<file path="src/rtl/bsched_pkg.sv">
package bsched_pkg;
  typedef enum logic [1:0] {
    K_IDLE   = 2'd0,
    K_FILL   = 2'd1,
    K_REPLAY = 2'd2,
    K_CORE   = 2'd3
  } slot_kind_e;
endpackage

</file>
<file path="src/rtl/bsched_addr_split.sv">
module bsched_addr_split #(
  parameter int ADDR_W = 12,
  parameter int OFF_W  = 2,
  parameter int BANK_W = 1,
  parameter int SET_W  = 2,
  localparam int TAG_W = ADDR_W - OFF_W - BANK_W - SET_W,
  localparam int BW    = (BANK_W > 0) ? BANK_W : 1,
  localparam int SW    = (SET_W > 0) ? SET_W : 1,
  localparam int TW    = (TAG_W > 0) ? TAG_W : 1
) (
  input  logic [ADDR_W-1:0] addr,
  output logic [BW-1:0]     bank,
  output logic [SW-1:0]     set,
  output logic [TW-1:0]     tag
);
  if (BANK_W > 0) begin : g_bank
    assign bank = addr[OFF_W +: BANK_W];
  end else begin : g_nobank
    assign bank = '0;
  end
  if (SET_W > 0) begin : g_set
    assign set = addr[OFF_W+BANK_W +: SET_W];
  end else begin : g_noset
    assign set = '0;
  end
  if (TAG_W > 0) begin : g_tag
    assign tag = addr[OFF_W+BANK_W+SET_W +: TAG_W];
  end else begin : g_notag
    assign tag = '0;
  end
endmodule

</file>
<file path="src/rtl/bsched_init_gate.sv">
module bsched_init_gate #(
  parameter int CYCLES = 8,
  localparam int CW = $clog2(CYCLES + 1)
) (
  input  logic clk,
  input  logic rst,
  output logic busy
);
  logic [CW-1:0] cnt;

  always_ff @(posedge clk) begin
    if (rst)           cnt <= CW'(CYCLES);
    else if (cnt != 0) cnt <= cnt - 1'b1;
  end

  assign busy = (cnt != 0);


  busy_drain_chk: assert property (@(posedge clk) disable iff (rst)
    1'b1 |=> (cnt <= $past(cnt)));
endmodule

</file>
<file path="src/rtl/bsched_stall_ctr.sv">
module bsched_stall_ctr #(
  parameter int CNT_W = 16,
  parameter int INC_W = 3
) (
  input  logic             clk,
  input  logic             rst,
  input  logic [INC_W-1:0] inc,
  output logic [CNT_W-1:0] cnt
);
  localparam logic [CNT_W-1:0] MAXV = {CNT_W{1'b1}};

  always_ff @(posedge clk) begin
    if (rst)                          cnt <= '0;
    else if (cnt > MAXV - CNT_W'(inc)) cnt <= MAXV;
    else                              cnt <= cnt + CNT_W'(inc);
  end


  ctr_monotone_chk: assert property (@(posedge clk) disable iff (rst)
    1'b1 |=> (cnt >= $past(cnt)));
endmodule

</file>
<file path="src/rtl/bank_req_sched.sv">
module bank_req_sched
  import bsched_pkg::*;
#(
  parameter int ADDR_W     = 12,
  parameter int OFF_W      = 2,
  parameter int BANK_W     = 1,
  parameter int SET_W      = 2,
  parameter int WAYS       = 2,
  parameter int NUM_PORTS  = 4,
  parameter int PPB        = 2,
  parameter int CTAG_W     = 4,
  parameter int CNT_W      = 16,
  parameter bit WRITE_BACK = 1'b1,
  localparam int NB    = 1 << BANK_W,
  localparam int TAG_W = ADDR_W - OFF_W - BANK_W - SET_W,
  localparam int BW    = (BANK_W > 0) ? BANK_W : 1,
  localparam int SW    = (SET_W > 0) ? SET_W : 1,
  localparam int TW    = (TAG_W > 0) ? TAG_W : 1,
  localparam int PW    = (NUM_PORTS > 1) ? $clog2(NUM_PORTS) : 1,
  localparam int IW    = $clog2(NUM_PORTS + 1)
) (
  input  logic                        clk,
  input  logic                        rst,
  input  logic [NB-1:0]               replay_rdy,
  input  logic [NB-1:0]               fill_rdy,
  input  logic [NB-1:0]               mshr_full,
  input  logic [NUM_PORTS-1:0]        core_valid,
  input  logic [NUM_PORTS-1:0]        core_io,
  input  logic [NUM_PORTS-1:0]        core_write,
  input  logic [NUM_PORTS*ADDR_W-1:0] core_addr,
  input  logic [NUM_PORTS*CTAG_W-1:0] core_tag,
  output logic [NUM_PORTS-1:0]        core_ready,
  output logic [NB-1:0]               replay_pop,
  output logic [NB-1:0]               fill_pop,
  output logic [NB*2-1:0]             slot_kind,
  output logic [NB-1:0]               slot_write,
  output logic [NB*SW-1:0]            slot_set,
  output logic [NB*TW-1:0]            slot_tag,
  output logic [NB*PPB-1:0]           slot_pmask,
  output logic [NB*PPB*PW-1:0]        slot_psrc,
  output logic                        byp_valid,
  output logic                        byp_write,
  output logic [ADDR_W-1:0]           byp_addr,
  output logic [CTAG_W+PW-1:0]        byp_tag,
  output logic [CNT_W-1:0]            mshr_stalls,
  output logic [CNT_W-1:0]            bank_stalls
);
  localparam int INIT_CYCLES = (1 << SET_W) * WAYS;

  logic          busy;
  logic [BW-1:0] p_bank [NUM_PORTS];
  logic [SW-1:0] p_set  [NUM_PORTS];
  logic [TW-1:0] p_tag  [NUM_PORTS];

  bsched_init_gate #(.CYCLES(INIT_CYCLES)) u_init (
    .clk(clk), .rst(rst), .busy(busy)
  );

  for (genvar p = 0; p < NUM_PORTS; p++) begin : g_split
    bsched_addr_split #(
      .ADDR_W(ADDR_W), .OFF_W(OFF_W), .BANK_W(BANK_W), .SET_W(SET_W)
    ) u_split (
      .addr(core_addr[p*ADDR_W +: ADDR_W]),
      .bank(p_bank[p]), .set(p_set[p]), .tag(p_tag[p])
    );
  end

  // next-slot state built by the scan
  slot_kind_e      nk    [NB];
  logic            nwr   [NB];
  logic [SW-1:0]   nset  [NB];
  logic [TW-1:0]   ntag  [NB];
  logic [PPB-1:0]  nmask [NB];
  logic [PW-1:0]   nsrc  [NB][PPB];
  logic            byp_take;
  logic [PW-1:0]   byp_sel;
  logic [IW-1:0]   ms_inc, bs_inc;

  always_comb begin
    int b;
    int s;
    core_ready = '0;
    replay_pop = '0;
    fill_pop   = '0;
    byp_take   = 1'b0;
    byp_sel    = '0;
    ms_inc     = '0;
    bs_inc     = '0;
    for (int i = 0; i < NB; i++) begin
      nk[i]    = K_IDLE;
      nwr[i]   = 1'b0;
      nset[i]  = '0;
      ntag[i]  = '0;
      nmask[i] = '0;
      for (int j = 0; j < PPB; j++) nsrc[i][j] = '0;
      if (!busy && replay_rdy[i]) begin
        nk[i] = K_REPLAY;
        replay_pop[i] = 1'b1;
      end else if (!busy && fill_rdy[i]) begin
        nk[i] = K_FILL;
        fill_pop[i] = 1'b1;
      end
    end
    for (int p = 0; p < NUM_PORTS; p++) begin
      b = int'(p_bank[p]);
      s = p % PPB;
      if (!busy && core_valid[p]) begin
        if (core_io[p]) begin
          if (!byp_take) begin
            byp_take      = 1'b1;
            byp_sel       = PW'(p);
            core_ready[p] = 1'b1;
          end
        end else if (nk[b] == K_REPLAY || nk[b] == K_FILL) begin
          // slot taken by a higher-priority source: silent skip
        end else if (mshr_full[b] && (!core_write[p] || WRITE_BACK)) begin
          ms_inc = ms_inc + IW'(1);
        end else if (nk[b] == K_CORE) begin
          if (nwr[b] == core_write[p] && nset[b] == p_set[p] &&
              ntag[b] == p_tag[p] && !nmask[b][s]) begin
            nmask[b][s]   = 1'b1;
            nsrc[b][s]    = PW'(p);
            core_ready[p] = 1'b1;
          end else begin
            bs_inc = bs_inc + IW'(1);
          end
        end else begin
          nk[b]         = K_CORE;
          nwr[b]        = core_write[p];
          nset[b]       = p_set[p];
          ntag[b]       = p_tag[p];
          nmask[b][s]   = 1'b1;
          nsrc[b][s]    = PW'(p);
          core_ready[p] = 1'b1;
        end
      end
    end
  end

  always_ff @(posedge clk) begin
    if (rst) begin
      slot_kind  <= '0;
      slot_pmask <= '0;
      byp_valid  <= 1'b0;
    end else begin
      for (int i = 0; i < NB; i++) begin
        slot_kind[i*2 +: 2]      <= nk[i];
        slot_pmask[i*PPB +: PPB] <= nmask[i];
      end
      byp_valid <= byp_take;
    end
    for (int i = 0; i < NB; i++) begin
      slot_write[i]        <= nwr[i];
      slot_set[i*SW +: SW] <= nset[i];
      slot_tag[i*TW +: TW] <= ntag[i];
      for (int j = 0; j < PPB; j++)
        slot_psrc[(i*PPB+j)*PW +: PW] <= nsrc[i][j];
    end
    if (byp_take) begin
      byp_write <= core_write[byp_sel];
      byp_addr  <= core_addr[int'(byp_sel)*ADDR_W +: ADDR_W];
      byp_tag   <= {core_tag[int'(byp_sel)*CTAG_W +: CTAG_W], byp_sel};
    end
  end

  bsched_stall_ctr #(.CNT_W(CNT_W), .INC_W(IW)) u_ms_ctr (
    .clk(clk), .rst(rst), .inc(ms_inc), .cnt(mshr_stalls)
  );
  bsched_stall_ctr #(.CNT_W(CNT_W), .INC_W(IW)) u_bs_ctr (
    .clk(clk), .rst(rst), .inc(bs_inc), .cnt(bank_stalls)
  );


  init_quiet_chk: assert property (@(posedge clk) disable iff (rst)
    busy |-> (core_ready == '0 && replay_pop == '0 && fill_pop == '0));


  ready_has_valid_chk: assert property (@(posedge clk) disable iff (rst)
    (core_ready & ~core_valid) == '0);


  one_bypass_chk: assert property (@(posedge clk) disable iff (rst)
    $countones(core_ready & core_io & core_valid) <= 1);

  for (genvar i = 0; i < NB; i++) begin : g_chk

    single_source_chk: assert property (@(posedge clk) disable iff (rst)
      $onehot0({replay_pop[i], fill_pop[i]}));

    core_slot_mask_chk: assert property (@(posedge clk) disable iff (rst)
      (slot_kind[i*2 +: 2] == 2'd3) |-> (slot_pmask[i*PPB +: PPB] != '0));

    replay_to_slot_chk: assert property (@(posedge clk) disable iff (rst)
      replay_pop[i] |=> (slot_kind[i*2 +: 2] == 2'd2));
  end
endmodule

</file>
<file path="config.mk">
export PLATFORM = sky130hd
export DESIGN_NAME = bank_req_sched
export DESIGN_NICKNAME = d
export VERILOG_FILES = /design/src/rtl/bsched_pkg.sv /design/src/rtl/bsched_addr_split.sv /design/src/rtl/bsched_init_gate.sv /design/src/rtl/bsched_stall_ctr.sv /design/src/rtl/bank_req_sched.sv
export SDC_FILE = /design/constraint.sdc
export NUM_CORES = 1
export LEC_CHECK = 0
export CAP_MARGIN = 20
export CORE_MARGIN = 5
export CORE_UTILIZATION = 40
export CTS_CLUSTER_DIAMETER = 120
export CTS_CLUSTER_SIZE = 14
export DETAILED_ROUTE_END_ITERATION = 8
export PLACE_DENSITY = 0.68
export SETUP_SLACK_MARGIN = 0.4
export SLEW_MARGIN = 20
export SYNTH_ARGS = -nofsm -noshare
export SYNTH_HDL_FRONTEND = slang
export SYNTH_HIERARCHICAL = 1
export SYNTH_SLANG_ARGS = --single-unit
</file>
<file path="constraint.sdc">
create_clock -name clk -period 14 [get_ports clk]
set_clock_uncertainty 0.1 [all_clocks]
set_input_delay 2.8 -clock clk [delete_from_list [all_inputs] [get_ports clk]]
set_output_delay 2.8 -clock clk [all_outputs]
set_load 0.01 [all_outputs]
</file>
==> metrics.md, run 1 <==
| Metric | Value |
|---|---|
| Post-route cell area | `between 8000 and 9000 um^2` |
| Vias in the first global route | `a little over 6,000` |
| CP Capture Type | `primary output` |
| PortBufs | `roughly 180` |
| Final ANT Viol Nets | `0` |
| Fraction of registers with async set or reset after synthesis | `0%` |
| Initial antenna violation count | `0` |
| Syn_area_per_cell | `between 7 and 8 um^2` |
| Leak Pwr | `around 0.0032 uW` |
| DRT iter0 DRCs | `a little over 500` |
| Hold crit path type | `flip-flop to flip-flop` |
| Worst-margin pin slew | `approximately 0.95 ns` |
| Max VDD drop | `60.9 uV` |
| Crit path top cell by count | `ha_1` |
| Met1 Use GR | `around 29%` |
| Most Crowded Layer GR | `met2` |
| Routability cong. | `approximately 0.95` |
| Placed insts | `~1,200` |
| Yosys cell types | `74` |
| Share of cells above drive strength 1 | `7.06%` |
| Commonest non-fill, non-tap cell in the layout | `clkdlybuf4s50_1` |
| Area of the multi-input gates | `just over 4000 um^2` |
| Max H-tree Level | `3` |
| Hold_buf cts | `0` |
| CTS root buf | `clkbuf_16` |
| Startpoint class of the critical path | `input pin` |
| Bufs and invs on worst path | `5` |
| Critical path's top delay family | `simple AND/OR/NAND/NOR gates` |
| Finish-stage setup viols | `0` |
| Final Cycle Share | `between 90% and 100%` |
| Drt pass-1 iters | `7` |
| First-pass GRT wire length | `around 33,000 um` |
| Share of the synthesized area in the top cell type | `a little over a fifth` |
| Yosys reg bits | `90` |
| FF/Latch Area | `about 2000 um^2` |
| Synth Warn # | `6` |
| DIE WIDTH | `139 um` |
| Most frequent cells in the layout | `clkdlybuf4s50_1, nand2_1, dfxtp_1, a31oi_1, o21ai_0` |
| CTS Sinks | `90` |
| Met2 Use GR | `a little under a third` |
| Postcts setup bufs | `0` |
| Core ar. | `~16,000 um^2` |
| CP max stage delay | `0.63 ns` |
| Vias | `between 6,000 and 7,000` |
| DP Wirelength | `around 16,000 um` |
| Post-Layout Cell Count | `between 1,000 and 1,500` |
| Post-Place Cell Area | `about 8300 um^2` |
| Global-route met3 utilization | `about 5.7%` |
| NumNets Final | `~1,000` |
| Clock slew at reported path FFs | `0.07 ns` |
| Top post-synthesis cells by area | `dfxtp_1, edfxtp_1, nand2_1` |
| Worst-Skew Late Latency | `~0.36 ns` |
| WL/cell | `between 15 and 20 um` |
| Num ports | `180` |
| Max_cap viols | `0` |
| Ys flop type | `dfxtp_1` |
| Layout Area Growth over Synthesis | `29.6%` |
| Crit Path Max Fanout | `9` |
| Status | `completed` |
| Cell count after synthesis | `838` |
| CTS tree | `done` |
| Clock tree buffer depth | `2` |
| Final core utilization | `between 50% and 60%` |
| Die ar. | `19,300 um^2` |
| Largest net degree at the start of global routing | `46` |
| DR DRC count | `0` |
| Row cnt | `between 40 and 50` |
| # diodes | `0` |
| Slowest-stage cell, CP | `or4b_2` |
| Max frequency | `approximately 0.076 GHz` |
| Post-Syn Area | `~6700 um^2` |
| Chip height | `roughly 140 um` |
| Minimum clock period | `between 10 and 15 ns` |
| WS Path Type | `input pin to primary output` |
| Global route total overflow | `0` |
| Req. time, crit path | `between 10 and 15 ns` |
| Setup TNS | `0 ns` |
| CTS Buf Count | `9` |
| Sequential-to-total area share from yosys stat | `between 20% and 30%` |
| GRT Total Usage | `roughly a fifth` |
| DR vias/cell | `roughly 5.6` |
| Pwr Density | `~90 nW/um^2` |
| Final Max Slew Viols | `0` |
| Routed WL | `around 21,000 um` |
| Synth area leader | `dfxtp_1` |
| RSZ-0062 raised after global routing | `no` |
| CP Data Arrival Time | `between 10 and 15 ns` |
| # fillers | `1,624` |
| Fin. Hold Viols | `0` |
| Post-synth EDFFs | `19` |
| Initial core utilization | `40.5%` |
| Worst-case headroom to the max-slew limit | `36.0%` |
per-layer routing:
layer  up-vias  wire length [um]
met3        27              1870
met1      3004              9480
met2       263              8800
li1       3240                 -
met4         0               357
met5         -                 0
cell families after synthesis:
kind of cell / count (synthesis) / synth area share (%)
simple gates: 298 / 24.5
compound gates: 245 / 24.1
buf+inv: 128 / 9.80
flops: 90 / 29.9
xor+xnor: 46 / 6.04
fa+ha+maj: 21 / 4.17
mux: 9 / 1.46
other cells: 1 / 0.0563
stage by stage:
stage	hold WS (ns)	total power, uW	setup slack [ns]
floorplan	0.357	435	0.763
global placement	0.385	517	0.650
detailed placement	0.393	520	0.485
CTS	0.403	773	0.477
global route	0.430	809	0.386
finish	0.406	770	0.805
report_power, final:
| group | internal, uW | total (uW) | switching (uW) | leakage [uW] |
|---|---|---|---|---|
| registers | 290 | 298 | 8.06 | 0.000747 |
| clock network | 141 | 253 | 112 | 0.000150 |
| logic | 100 | 218 | 118 | 0.00225 |
state kept, by name, summed over array words and instances, names as in the netlist, 6 cells and up:
name / flops
slot_psrc: 6
byp_addr: 12
slot_tag: 14
u_ms_ctr/cnt: 16
byp_tag: 6
u_bs_ctr/cnt: 16
final timing paths:
kind,from,endpoint,slack (ns),cells past startpoint
hold reg to reg,u_init/cnt[2],u_init/cnt[2],0.41,2
hold / removal,u_init/cnt[2],u_init/cnt[2],0.41,2
setup / recovery,replay_rdy[0],core_ready[3],0.81,28
setup reg to reg,u_init/cnt[0],u_bs_ctr/cnt[14],4.17,36
timing repair:
action | CTS | global route
gates resized for setup | 0 | 5
endpoints found under the hold margin | 0 | 0
setup endpoints to repair | 0 | 1
final cells by class:
type,instances,area share [%]
clock buffers,10,2.65
clock inverters,6,0.898
inverters,28,1.22
multi-input cells,621,47.0
flip-flops and latches,90,23.1
well taps,220,3.19
repair buffers,194,22.0
synthesized netlist by cell type (all sizes together) (22+ instances only):
library cell  instances
buf                  54
xor2                 24
a211oi               26
a21oi                41
o21ai                61
a31oi                57
inv                  27
nor2                 35
clkbuf               46
dfxtp                71
xnor2                22
nand2               105
worst reg2reg max path: cells and delay by family (launching register included):
| family | cells | cell delay, ns |
|---|---|---|
| AOI/OAI and AO/OA | 5 | 0.79 |
| xor gates and xnor gates | 1 | 0.25 |
| adders and majority gates | 7 | 1.98 |
| buffers and inverters | 4 | 0.49 |
| DFF | 1 | 0.36 |
| muxes | 1 | 0.26 |
| and+or+nand+nor | 18 | 5.54 |
Power figures use the tool's default switching activity.
==> inputs of run 2 (changes only) <==
Settings changed: GPL_TIMING_DRIVEN from default to 0.
==> run 2 against run 1 <==
Utilization increased by 3.8 points. Cell area up 7.3%. Flip-flop and latch count did not move. Largest cell class unchanged. Highest routed layer unchanged.
==> metrics.md, run 2 (same netlist as run 1, synthesis figures left out) <==
| Metric | Value |
|---|---|
| Layout Area Growth over Synthesis | `39.0% (was 29.6%)` |
| Final Max Slew Viols | `0 (unchanged)` |
| Max VDD drop | `56.1 uV (was 60.9 uV)` |
| Net Sw Frac | `31.8% (was 31.0%)` |
| Share of cells above drive strength 1 | `12.4% (was 7.06%)` |
| Max frequency | `0.0752 GHz (was 0.0758 GHz)` |
| Chip height | `139 um (unchanged)` |
| WL/cell | `17.7 um (was 17.5 um)` |
| Worst setup margin | `0.701 ns (was 0.805 ns)` |
| Worst-Skew Late Latency | `0.35 ns (was 0.36 ns)` |
| Reg power frac | `38.4% (was 38.8%)` |
| RSZ-0062 raised after global routing | `no (unchanged)` |
| Largest regs | `u_bs_ctr/cnt (16), u_ms_ctr/cnt (16), slot_tag (14) (unchanged)` |
| Post-Layout Cell Count | `1,264 (was 1,169)` |
| Vias in the first global route | `6,593 (was 6,105)` |
| Worst R2R Path Depth | `42 (was 36)` |
| Req. time, crit path | `11.10 ns (about the same)` |
| CTS root buf | `clkbuf_16 (unchanged)` |
| # diodes | `0 (unchanged)` |
| CP max stage delay | `0.52 ns (was 0.63 ns)` |
| Int Power | `528 uW (was 531 uW)` |
| Row cnt | `47 (unchanged)` |
| Crit Path Max Fanout | `10 (was 9)` |
| Clock slew at reported path FFs | `0.07 ns (about the same)` |
| Global route total overflow | `0 (unchanged)` |
| Final ANT Viol Nets | `0 (unchanged)` |
| Leak Pwr | `0.00351 uW (was 0.00315 uW)` |
| NumNets Final | `1,144 (was 1,049)` |
| Slowest-stage cell, CP | `or4b_1 (was or4b_2)` |
| Finish-stage setup viols | `0 (unchanged)` |
| Die ar. | `19,300 um^2 (unchanged)` |
| # fillers | `1,557 (was 1,624)` |
| CTS Sinks | `90 (unchanged)` |
| WS Path Type | `input pin to primary output (unchanged)` |
| Logic pwr share | `31.7% (was 28.3%)` |
| Core ar. | `16,500 um^2 (unchanged)` |
| Worst-margin pin slew | `0.975 ns (was 0.954 ns)` |
| Hold_buf cts | `0 (unchanged)` |
| Commonest non-fill, non-tap cell in the layout | `clkdlybuf4s50_1 (unchanged)` |
| GRT Total Usage | `22.2% (was 20.6%)` |
| Initial antenna violation count | `0 (unchanged)` |
| CP Capture Type | `primary output (unchanged)` |
| DR DRC count | `0 (unchanged)` |
| CTS Buf Count | `9 (unchanged)` |
| Worst-case headroom to the max-slew limit | `34.6% (was 36.0%)` |
| DP Wirelength | `17,500 um (was 15,700 um)` |
| DRT iter0 DRCs | `508 (was 515)` |
| DP Worst Slack | `-1.72 ns (was 0.485 ns)` |
| Routed WL | `22,300 um (was 20,500 um)` |
| CP Data Arrival Time | `10.40 ns (was 10.29 ns)` |
| CTS tree | `done (unchanged)` |
| PortBufs | `176 (was 177)` |
| DR vias/cell | `5.49 (was 5.59)` |
| Hold crit path type | `flip-flop to flip-flop (unchanged)` |
| Crit path top cell by count | `ha_1 (unchanged)` |
| Initial core utilization | `40.5% (unchanged)` |
| Worst hold margin | `0.404 ns (was 0.406 ns)` |
| Minimum clock period | `13.30 ns (was 13.19 ns)` |
| Max H-tree Level | `3 (unchanged)` |
| Final Cycle Share | `95.0% (was 94.2%)` |
| Status | `completed (unchanged)` |
| Drt pass-1 iters | `5 (was 7)` |
| Startpoint class of the critical path | `input pin (unchanged)` |
| Routability cong. | `0.965 (was 0.951)` |
| Most frequent cells in the layout | `clkdlybuf4s50_1, nand2_1, dfxtp_1, buf_4, a31oi_1 (was clkdlybuf4s50_1, nand2_1, dfxtp_1, a31oi_1, o21ai_0)` |
| Sw Pwr | `246 uW (was 239 uW)` |
| WHS Path Cells | `2 (unchanged)` |
| Clock tree buffer depth | `2 (unchanged)` |
| Pwr Density | `83.6 nW/um^2 (was 89.2 nW/um^2)` |
| Largest net degree at the start of global routing | `20 (was 46)` |
| Num ports | `180 (unchanged)` |
| First-pass GRT wire length | `35,200 um (was 32,800 um)` |
| DIE WIDTH | `139 um (unchanged)` |
| Placed insts | `1,236 (was 1,153)` |
| Vias | `6,936 (was 6,534)` |
| Clock power frac | `29.8% (was 32.9%)` |
| Max_cap viols | `0 (unchanged)` |
| Fin. Hold Viols | `0 (unchanged)` |
==> run 2: cell type report <==
type,count,area [um^2],area share (%)
repair buffers,189,1880,20.3
multi-input cells,621,4110,44.3
inverters,28,105,1.13
clock inverters,6,55.1,0.594
clock buffers,10,229,2.47
plain buffers,100,626,6.75
flip-flops and latches,90,1990,21.5
well taps,220,275,2.97
==> run 2: what timing repair did <==
action | in CTS | in global routing
endpoints found under the hold margin | 0 | 0
setup endpoints to repair | 5 | 1
gates resized for setup | 39 | 17
pin swaps | 4 | 7
setup buffers | 7 | 5
==> run 2: power by group through the flow <==
| stage | registers, uW | clock network [uW] | logic (uW) |
|---|---|---|---|
| global placement | 305 | 0 | 229 |
| global route | 300 | 247 | 267 |
| detailed placement | 304 | 0 | 238 |
| finish | 298 | 231 | 246 |
| floorplan | 311 | 0 | 124 |
| CTS | 298 | 238 | 243 |
==> run 2: final timing paths <==
| kind | start | slack, ns | end |
|---|---|---|---|
| worst max register to register | u_init/cnt[0] | 3.50 | u_bs_ctr/cnt[14] |
| worst min-delay path | u_init/cnt[2] | 0.40 | u_init/cnt[2] |
| worst min register to register | u_init/cnt[2] | 0.40 | u_init/cnt[2] |
| worst max-delay path | fill_rdy[0] | 0.70 | core_ready[3] |
==> run 2: metal layers <==
layer  vias up  part of all wire (%)  track usage (%)
met5         -                     0                0
met4         0                   2.5             7.93
met3        40                   8.6             4.48
met2       278                    43             34.7
met1      3170                    46             30.6
li1       3448                     -                -
==> run 2: critical path, delay by kind of cell <==
| family | cells | cell delay (ns) |
|---|---|---|
| mux | 1 | 0.26 |
| compound gates | 5 | 0.70 |
| buf+inv | 11 | 2.01 |
| fa+ha+maj | 4 | 1.03 |
| simple gates | 11 | 3.57 |
==> run 2: through the flow <==
stage	area, um^2	total power, uW	TNS [ns]	util [%]
floorplan	6670	435	0	-
global placement	8710	533	-2.07	52.9
detailed placement	8750	541	-1.92	53.1
CTS	9190	779	0	55.8
global route	9270	814	0	56.3
finish	9270	775	0	56.3
